$ cat src/rtl/hs_pin_pkg.sv
package hs_pin_pkg;

    // Position of each handshake role within the upper latch nibble
    localparam int PIN_OBF = 0;
    localparam int PIN_IBF = 1;
    localparam int PIN_DRQ = 2;
    localparam int PIN_ACK = 3;
    localparam int ROLE_COUNT = 4;

    typedef enum logic [1:0] {
        MODE_PLAIN = 2'd0,
        MODE_FLAGS = 2'd1,
        MODE_DMA   = 2'd2,
        MODE_BOTH  = 2'd3
    } mode_e;

    typedef enum logic {
        REQ_IDLE = 1'b0,
        REQ_PEND = 1'b1
    } req_e;

    typedef enum logic [2:0] {
        ROLE_OBF,
        ROLE_IBF,
        ROLE_DRQ,
        ROLE_ACK,
        ROLE_NONE
    } role_e;

    function automatic role_e pin_role(input int idx);
        case (idx)
            PIN_OBF: pin_role = ROLE_OBF;
            PIN_IBF: pin_role = ROLE_IBF;
            PIN_DRQ: pin_role = ROLE_DRQ;
            PIN_ACK: pin_role = ROLE_ACK;
            default: pin_role = ROLE_NONE;
        endcase
    endfunction

endpackage

$ cat src/rtl/hs_mode_fsm.sv
module hs_mode_fsm
    import hs_pin_pkg::*;
(
    input  logic clk,
    input  logic rst_n,
    input  logic cmd_flags,
    input  logic cmd_dma,
    output logic flags_on,
    output logic dma_on
);

    mode_e state_q;
    mode_e state_d;

    always_ff @(posedge clk) begin
        if (!rst_n) begin
            state_q <= MODE_PLAIN;
        end else begin
            state_q <= state_d;
        end
    end

    always_comb begin
        state_d = state_q;
        unique case (state_q)
            MODE_PLAIN: begin
                if (cmd_flags && cmd_dma) begin
                    state_d = MODE_BOTH;
                end else if (cmd_flags) begin
                    state_d = MODE_FLAGS;
                end else if (cmd_dma) begin
                    state_d = MODE_DMA;
                end
            end
            MODE_FLAGS: begin
                if (cmd_dma) begin
                    state_d = MODE_BOTH;
                end
            end
            MODE_DMA: begin
                if (cmd_flags) begin
                    state_d = MODE_BOTH;
                end
            end
            MODE_BOTH: begin
                state_d = MODE_BOTH;
            end
            default: begin
                state_d = MODE_PLAIN;
            end
        endcase
    end

    always_comb begin
        flags_on = 1'b0;
        dma_on   = 1'b0;
        unique case (state_q)
            MODE_PLAIN: begin
                flags_on = 1'b0;
                dma_on   = 1'b0;
            end
            MODE_FLAGS: begin
                flags_on = 1'b1;
            end
            MODE_DMA: begin
                dma_on = 1'b1;
            end
            MODE_BOTH: begin
                flags_on = 1'b1;
                dma_on   = 1'b1;
            end
            default: begin
                flags_on = 1'b0;
                dma_on   = 1'b0;
            end
        endcase
    end

endmodule

$ cat src/rtl/hs_drq_fsm.sv
module hs_drq_fsm
    import hs_pin_pkg::*;
(
    input  logic clk,
    input  logic rst_n,
    input  logic dma_on,
    input  logic set_req,
    input  logic clr_req,
    output logic drq
);

    req_e state_q;
    req_e state_d;

    always_ff @(posedge clk) begin
        if (!rst_n) begin
            state_q <= REQ_IDLE;
        end else begin
            state_q <= state_d;
        end
    end

    // A clear always takes priority over a trigger in the same cycle
    always_comb begin
        state_d = state_q;
        unique case (state_q)
            REQ_IDLE: begin
                if (dma_on && set_req && !clr_req) begin
                    state_d = REQ_PEND;
                end
            end
            REQ_PEND: begin
                if (clr_req) begin
                    state_d = REQ_IDLE;
                end
            end
            default: begin
                state_d = REQ_IDLE;
            end
        endcase
    end

    always_comb begin
        unique case (state_q)
            REQ_IDLE: drq = 1'b0;
            REQ_PEND: drq = 1'b1;
            default:  drq = 1'b0;
        endcase
    end

endmodule

$ cat src/rtl/hs_pin_mux.sv
module hs_pin_mux
    import hs_pin_pkg::*;
#(
    parameter int UP_W = ROLE_COUNT
) (
    input  logic [UP_W-1:0] latch_q,
    input  logic            flags_on,
    input  logic            dma_on,
    input  logic            obf,
    input  logic            ibf,
    input  logic            drq,
    output logic [UP_W-1:0] pin_out
);

    for (genvar i = 0; i < UP_W; i++) begin : g_pin
        localparam role_e ROLE = pin_role(i);
        if (ROLE == ROLE_OBF) begin : g_obf
            assign pin_out[i] = flags_on ? (latch_q[i] & obf) : latch_q[i];
        end else if (ROLE == ROLE_IBF) begin : g_ibf
            assign pin_out[i] = flags_on ? (latch_q[i] & ~ibf) : latch_q[i];
        end else if (ROLE == ROLE_DRQ) begin : g_drq
            assign pin_out[i] = dma_on ? drq : latch_q[i];
        end else if (ROLE == ROLE_ACK) begin : g_ack
            assign pin_out[i] = dma_on ? 1'b1 : latch_q[i];
        end else begin : g_plain
            assign pin_out[i] = latch_q[i];
        end
    end

endmodule

$ cat src/rtl/hs_pin_ctrl.sv
module hs_pin_ctrl
    import hs_pin_pkg::*;
#(
    parameter int               UP_W      = ROLE_COUNT,
    parameter logic [UP_W-1:0]  LATCH_RST = '1
) (
    input  logic            clk,
    input  logic            rst_n,
    input  logic            latch_we,
    input  logic [UP_W-1:0] latch_wdata,
    input  logic            cmd_en_flags,
    input  logic            cmd_en_dma,
    input  logic            obf,
    input  logic            ibf,
    input  logic            host_rd,
    input  logic            host_wr,
    input  logic            pin7_in,
    output logic [UP_W-1:0] pin_out,
    output logic            drq,
    output logic            dack_sel
);

    logic [UP_W-1:0] latch_q;
    logic            flags_on;
    logic            dma_on;
    logic            set_req;
    logic            clr_req;

    always_ff @(posedge clk) begin
        if (!rst_n) begin
            latch_q <= LATCH_RST;
        end else if (latch_we) begin
            latch_q <= latch_wdata;
        end
    end

    hs_mode_fsm u_mode (
        .clk       (clk),
        .rst_n     (rst_n),
        .cmd_flags (cmd_en_flags),
        .cmd_dma   (cmd_en_dma),
        .flags_on  (flags_on),
        .dma_on    (dma_on)
    );

    // Acknowledge pin is active low and only meaningful in DMA mode
    assign dack_sel = dma_on & ~pin7_in;
    assign set_req  = latch_we & latch_wdata[PIN_DRQ];
    assign clr_req  = cmd_en_dma | (dack_sel & (host_rd | host_wr));

    hs_drq_fsm u_req (
        .clk     (clk),
        .rst_n   (rst_n),
        .dma_on  (dma_on),
        .set_req (set_req),
        .clr_req (clr_req),
        .drq     (drq)
    );

    hs_pin_mux #(.UP_W(UP_W)) u_mux (
        .latch_q  (latch_q),
        .flags_on (flags_on),
        .dma_on   (dma_on),
        .obf      (obf),
        .ibf      (ibf),
        .drq      (drq),
        .pin_out  (pin_out)
    );

endmodule

$ cat config.mk
export PLATFORM = sky130hd
export DESIGN_NAME = hs_pin_ctrl
export DESIGN_NICKNAME = d
export VERILOG_FILES = /design/src/rtl/hs_pin_pkg.sv /design/src/rtl/hs_mode_fsm.sv /design/src/rtl/hs_drq_fsm.sv /design/src/rtl/hs_pin_mux.sv /design/src/rtl/hs_pin_ctrl.sv
export SDC_FILE = /design/constraint.sdc
export NUM_CORES = 1
export LEC_CHECK = 0
export CORE_AREA = 2 2 39 41
export DETAILED_ROUTE_END_ITERATION = 10
export DIE_AREA = 0 0 41 43
export MAX_ROUTING_LAYER = met4
export SYNTH_ARGS = -nofsm -noshare
export SYNTH_HDL_FRONTEND = slang
export SYNTH_SLANG_ARGS = --single-unit
$ cat constraint.sdc
create_clock -name clk -period 0.84 [get_ports clk]
set_input_delay 0.168 -clock clk [delete_from_list [all_inputs] [get_ports clk]]
set_output_delay 0.168 -clock clk [all_outputs]
set_load 0.05 [all_outputs]
# ---- Word level (Yosys, flattened, before mapping)
# Index checks and enable logic that the tools add are counted.
dict set report word_totals {
  ff_bits 7
  elab_cells 43
  input_bits 14
  output_inout_bits 6
}
dict set report classes {
  n_mux 16
  eq_ne 6
  n_reduce_logical 8
  bitwise_logic 10
}
# cell n
set op_table {}
lappend op_table {{2-to-1 mux 2 bit} 5}
lappend op_table {{2-to-1 mux 1 bit} 8}
lappend op_table {{one-hot mux 2 bit (4 select lines)} 1}
lappend op_table {{AND 1 bit} 5}
lappend op_table {{equality test 2 bit, second input constant} 2}
lappend op_table {{inequality test 2 bit, second input constant} 2}
lappend op_table {{inequality test 4 x 3 -> 1 bit, second input constant} 1}
lappend op_table {{one-hot mux 1 bit (2 select lines)} 2}
lappend op_table {{OR reduction 2 bit} 2}
lappend op_table {{logical AND 1 bit} 3}
lappend op_table {{inverter 1 bit} 3}
lappend op_table {{AND reduction 3 bit} 1}
lappend op_table {{equality test 2 x 1 -> 1 bit, second input constant} 1}
lappend op_table {{zero test 2 bit} 1}
lappend op_table {{OR 1 bit} 2}
lappend op_table {{zero test 1 bit} 1}

# ---- Logic depth before layout (Yosys ltp)
dict set report depth {
  word_depth 10
  ltp_mapped 3
}

# ---- By module
# A second synthesis with hierarchy kept.
dict set report hier_totals {
  hier_cells 31
  area_unflattened_um2 312.8
}
# mod n_inst seq_area_each_um2 cells_each area_per_inst_um2
set by_module_without_submodules {}
lappend by_module_without_submodules {hs_pin_ctrl 1 80.1 17 172.7}
lappend by_module_without_submodules {hs_mode_fsm 1 40.0 6 62.6}
lappend by_module_without_submodules {hs_pin_mux 1 0.0 5 40.0}
lappend by_module_without_submodules {hs_drq_fsm 1 20.0 3 37.5}

# ---- Worst setup path after synthesis
# No wires, ideal clock.
dict set report synth_path {
  path_kind {register to output}
  start {register latch_q[0]}
  end {output port pin_out[0]}
  required_time_ps 672
  setup_slack_ps -778
  t_arrival_ps 1450
  stages_incl_launch_ff 2
  cell_sequence {dfxtp_1 a21boi_0}
}
dict set report synth_via {
  elab_chain_cells 2
}
# item line_no
set synth_lines {}
lappend synth_lines {{from (decl)} hs_pin_ctrl.sv:23} ;# logic [UP_W-1:0] latch_q;
lappend synth_lines {{from (signal assigned)} hs_pin_ctrl.sv:33} ;# latch_q <= latch_wdata;
lappend synth_lines {{AND 1 bit} hs_pin_mux.sv:18} ;# assign pin_out[i] = flags_on ? (latch_q[i] & obf) : latch_q[i];
lappend synth_lines {{2-to-1 mux 1 bit *} hs_pin_mux.sv:18}
lappend synth_lines {{to (decl)} hs_pin_ctrl.sv:18} ;# output logic [UP_W-1:0] pin_out,
# Every way passes the cells marked *; elsewhere a longest branch is shown, timed or not.

# ---- Worst setup path after layout
dict set report layout_path {
  start {register u_mode.state_q[1]}
  end {output port pin_out[2]}
}
dict set report layout_via {
  elab_chain_cells 4
  word_cells_on_any_way 5
  classes_between {2 x eq/ne; 2 x mux; 1 x reduce/logical}
}
# item line_no
set layout_lines {}
lappend layout_lines {{from (decl)} hs_mode_fsm.sv:12} ;# mode_e state_q;
lappend layout_lines {{from (signal assigned)} hs_mode_fsm.sv:19} ;# state_q <= state_d;
lappend layout_lines {{equality test 2 bit} hs_mode_fsm.sv:57} ;# unique case (state_q)
lappend layout_lines {{OR reduction 2 bit (no source line) *} n/a}
lappend layout_lines {{2-to-1 mux 1 bit *} hs_mode_fsm.sv:57}
lappend layout_lines {{2-to-1 mux 1 bit *} hs_pin_mux.sv:22} ;# assign pin_out[i] = dma_on ? drq : latch_q[i];
# Marks and branches as above.

==> metrics.md <==
| Metric | Value |
|---|---|
| Hold Path Class | `input port to register` |
| Critical Path AT | `1060 ps` |
| Asr flop ratio synth | `0` |
| I/O Buffers | `19` |
| Reg power frac | `0.372` |
| Later-pin clock latency in the skew report | `250 ps` |
| Status | `finished, violations left` |
| I/O pins | `20` |
| Crit Path Max Fanout | `4` |
| Non-filler instance count after layout | `75` |
| Die area | `1760 um^2` |
| Period minus WS final | `1220 ps` |
| Routability cong. | `0.705` |
| Mapped Area | `318 um^2` |
| Wirelength per Cell | `9.48 um` |
| Critical path type | `register to primary output` |
| Clk root buf | `clkbuf_4` |
| Core Footprint | `1380 um^2` |
| Die Span X | `41 um` |
| Die Ht | `43 um` |
| Vias in the first global route | `283` |
| Final hold slack | `454 ps` |
| Slowest CP cell | `dfxtp_4` |
| Syn Nets | `44` |
| Placement Rows | `14` |
| Area growth, synth to finish | `120%` |
| Nets | `74` |
| Worst path max stage delay | `360 ps` |
| Sequential share of the synthesized area | `0.441` |
| Setup violators final | `7` |
| Worst setup margin | `-385 ps` |
| Main synth FF type | `dfxtp_1` |
| Area leader, netlist | `dfxtp_1` |
| RSZ-0062 raised after global routing | `true` |
| Endpoint class of the critical path | `primary output` |
| Num CTS Buffers | `3` |
| Ys Warns | `0` |
| Pre-CTS WS | `-432 ps` |
| Yosys cell types | `13` |
| Final Util | `0.505` |
| Most frequent cell after synthesis | `dfxtp_1` |
| Clock skew | `0.985 ps` |
| Combinational Power Share | `0.322` |
| Post-route clock period utilization | `1.46` |
| Power Dens Cells | `1410 nW/um^2` |
| First-pass GRT wire length | `1.04 mm` |
| Failing checks | `setup timing` |
| Cell internal pwr | `0.711 mW` |
| Starting DRT DRC Count | `2` |
| Leading post-synthesis cells by cell area | `dfxtp_1, mux2i_1, a2111oi_4, a21boi_0, nand2_1` |
| Cell area after layout | `698 um^2` |
| Residual DRC | `0` |
| Relative slew slack | `0.839` |
| Post-synth top cells | `dfxtp_1, mux2i_1, nand2_1, nor2_1` |
| Via Count | `297` |
| Clock power frac | `0.306` |
| Antenna viol nets, final | `0` |
| Synthesized flop and latch total | `7` |
| Synth Instances | `30` |
| Placed inst area | `639 um^2` |
| Setup_tns | `-2020 ps` |
| Initial antenna violation count | `0` |
| H-tree Lvls | `1` |
| Layout cells sized above 1 | `0.508` |
| Sw Share | `0.277` |
| Max cap viols | `0` |
| TritonRoute pass-1 iters | `2` |
| Final WL | `711 um` |
| Syn Area/Cell | `10.6 um^2` |
| Net Sw Power | `0.272 mW` |
| Starting density of the core | `0.230` |
| Least-Margin Pin Slew | `241 ps` |
| Clock tree sinks | `7` |
| TritonCTS clock tree | `done` |
| CP Data Required Time | `670 ps` |
| Largest net degree at the start of global routing | `5` |
| Fmax | `816 MHz` |
| DP Cell Count | `69` |
| Crit-path cells | `mux2_4 > buf_6` |
| Final Hold Fails | `0` |
| Clk slew on worst S/H paths | `50 ps` |
| Antenna Diode Count | `0` |
| Type of origin of the critical path | `register` |
| Synth top area share | `0.441` |
| VDD IR max | `0.000789 V` |
| Via-per-instance ratio | `3.96` |
| Gr ovfl total | `0` |
| Tot Pwr | `0.983 mW` |
| Total global-route track usage | `0.100` |
| CTS Buffer Depth | `2` |
| Leakage | `0.315 nW` |
| EDFF count, synth | `0` |
| Final Slew Violations | `0` |
-- power groups by stage --
stage / Sequential, mW / Combinational (mW) / Clock, mW
global route: 0.367 / 0.332 / 0.337
floorplan: 0.375 / 0.149 / 0
finish: 0.365 / 0.317 / 0.301
global placement: 0.376 / 0.305 / 0
detailed placement: 0.376 / 0.306 / 0
CTS: 0.365 / 0.319 / 0.315
-- cell families (layout without fill, tap and decap cells) --
logic type      after synthesis  after routing  synth area share
flops                         7              7             0.441
compound gates                4              4             0.173
buf+inv                       3             32            0.0591
simple gates                 11             11             0.165
mux                           5              5             0.161
-- routing by layer --
layer	track usage	wire length [um]	vias up
met2	0.134	349	12
met4	0.100	8	0
met1	0.107	297	125
li1	-	-	158
met3	0.0314	56	2
met5	-	0	-
-- state kept, by name, summed over array words and instances, names as in the netlist --
register,cells
latch_q,4
u_mode.state_q,2
u_req.state_q,1
-- area by class of cell --
class	count	area (um^2)
Fill cell	133	686
Timing Repair Buffer	26	300
Multi-Input combinational cell	20	190
Sequential cell	7	154
Clock buffer	4	26.3
Tap cell	16	20.0
Inverter	2	7.51
-- what timing repair did --
action / 4_1_cts / 5_1_grt
pin swaps: 3 / 2
setup buffers: 2 / 0
endpoints found under the setup margin: 11 / 7
hold buffers: 0 / 0
resized for setup: 12 / 1
-- worst paths after layout --
check                                       start            end  slack, ps  depth (start not counted)
worst max-delay path            u_mode.state_q[1]     pin_out[2]       -380                          2
worst min-delay path                     latch_we     latch_q[2]        450                          4
worst max register to register  u_mode.state_q[1]  u_req.state_q       -310                          4
worst min register to register         latch_q[1]     latch_q[1]        460                          2
-- layout by cell type (no fill, tap or decap), drive strengths merged --
master and n:
buf 13, clkdlybuf4s50 9, dfxtp 7, mux2i 4
nand2 4, nor2 4, dlygate4sd2 4, clkbuf 4
a21boi 2, or2 2, inv 2, and2b 1
mux2 1, a31oi 1, a2111oi 1
-- critical path, delay by kind of cell (launching register included) --
| family | cells | cell delay [ps] |
|---|---|---|
| buffers and inverters | 1 | 150 |
| DFF | 1 | 360 |
| muxes | 1 | 300 |
Note: power is estimated with default switching activity, not from simulation.
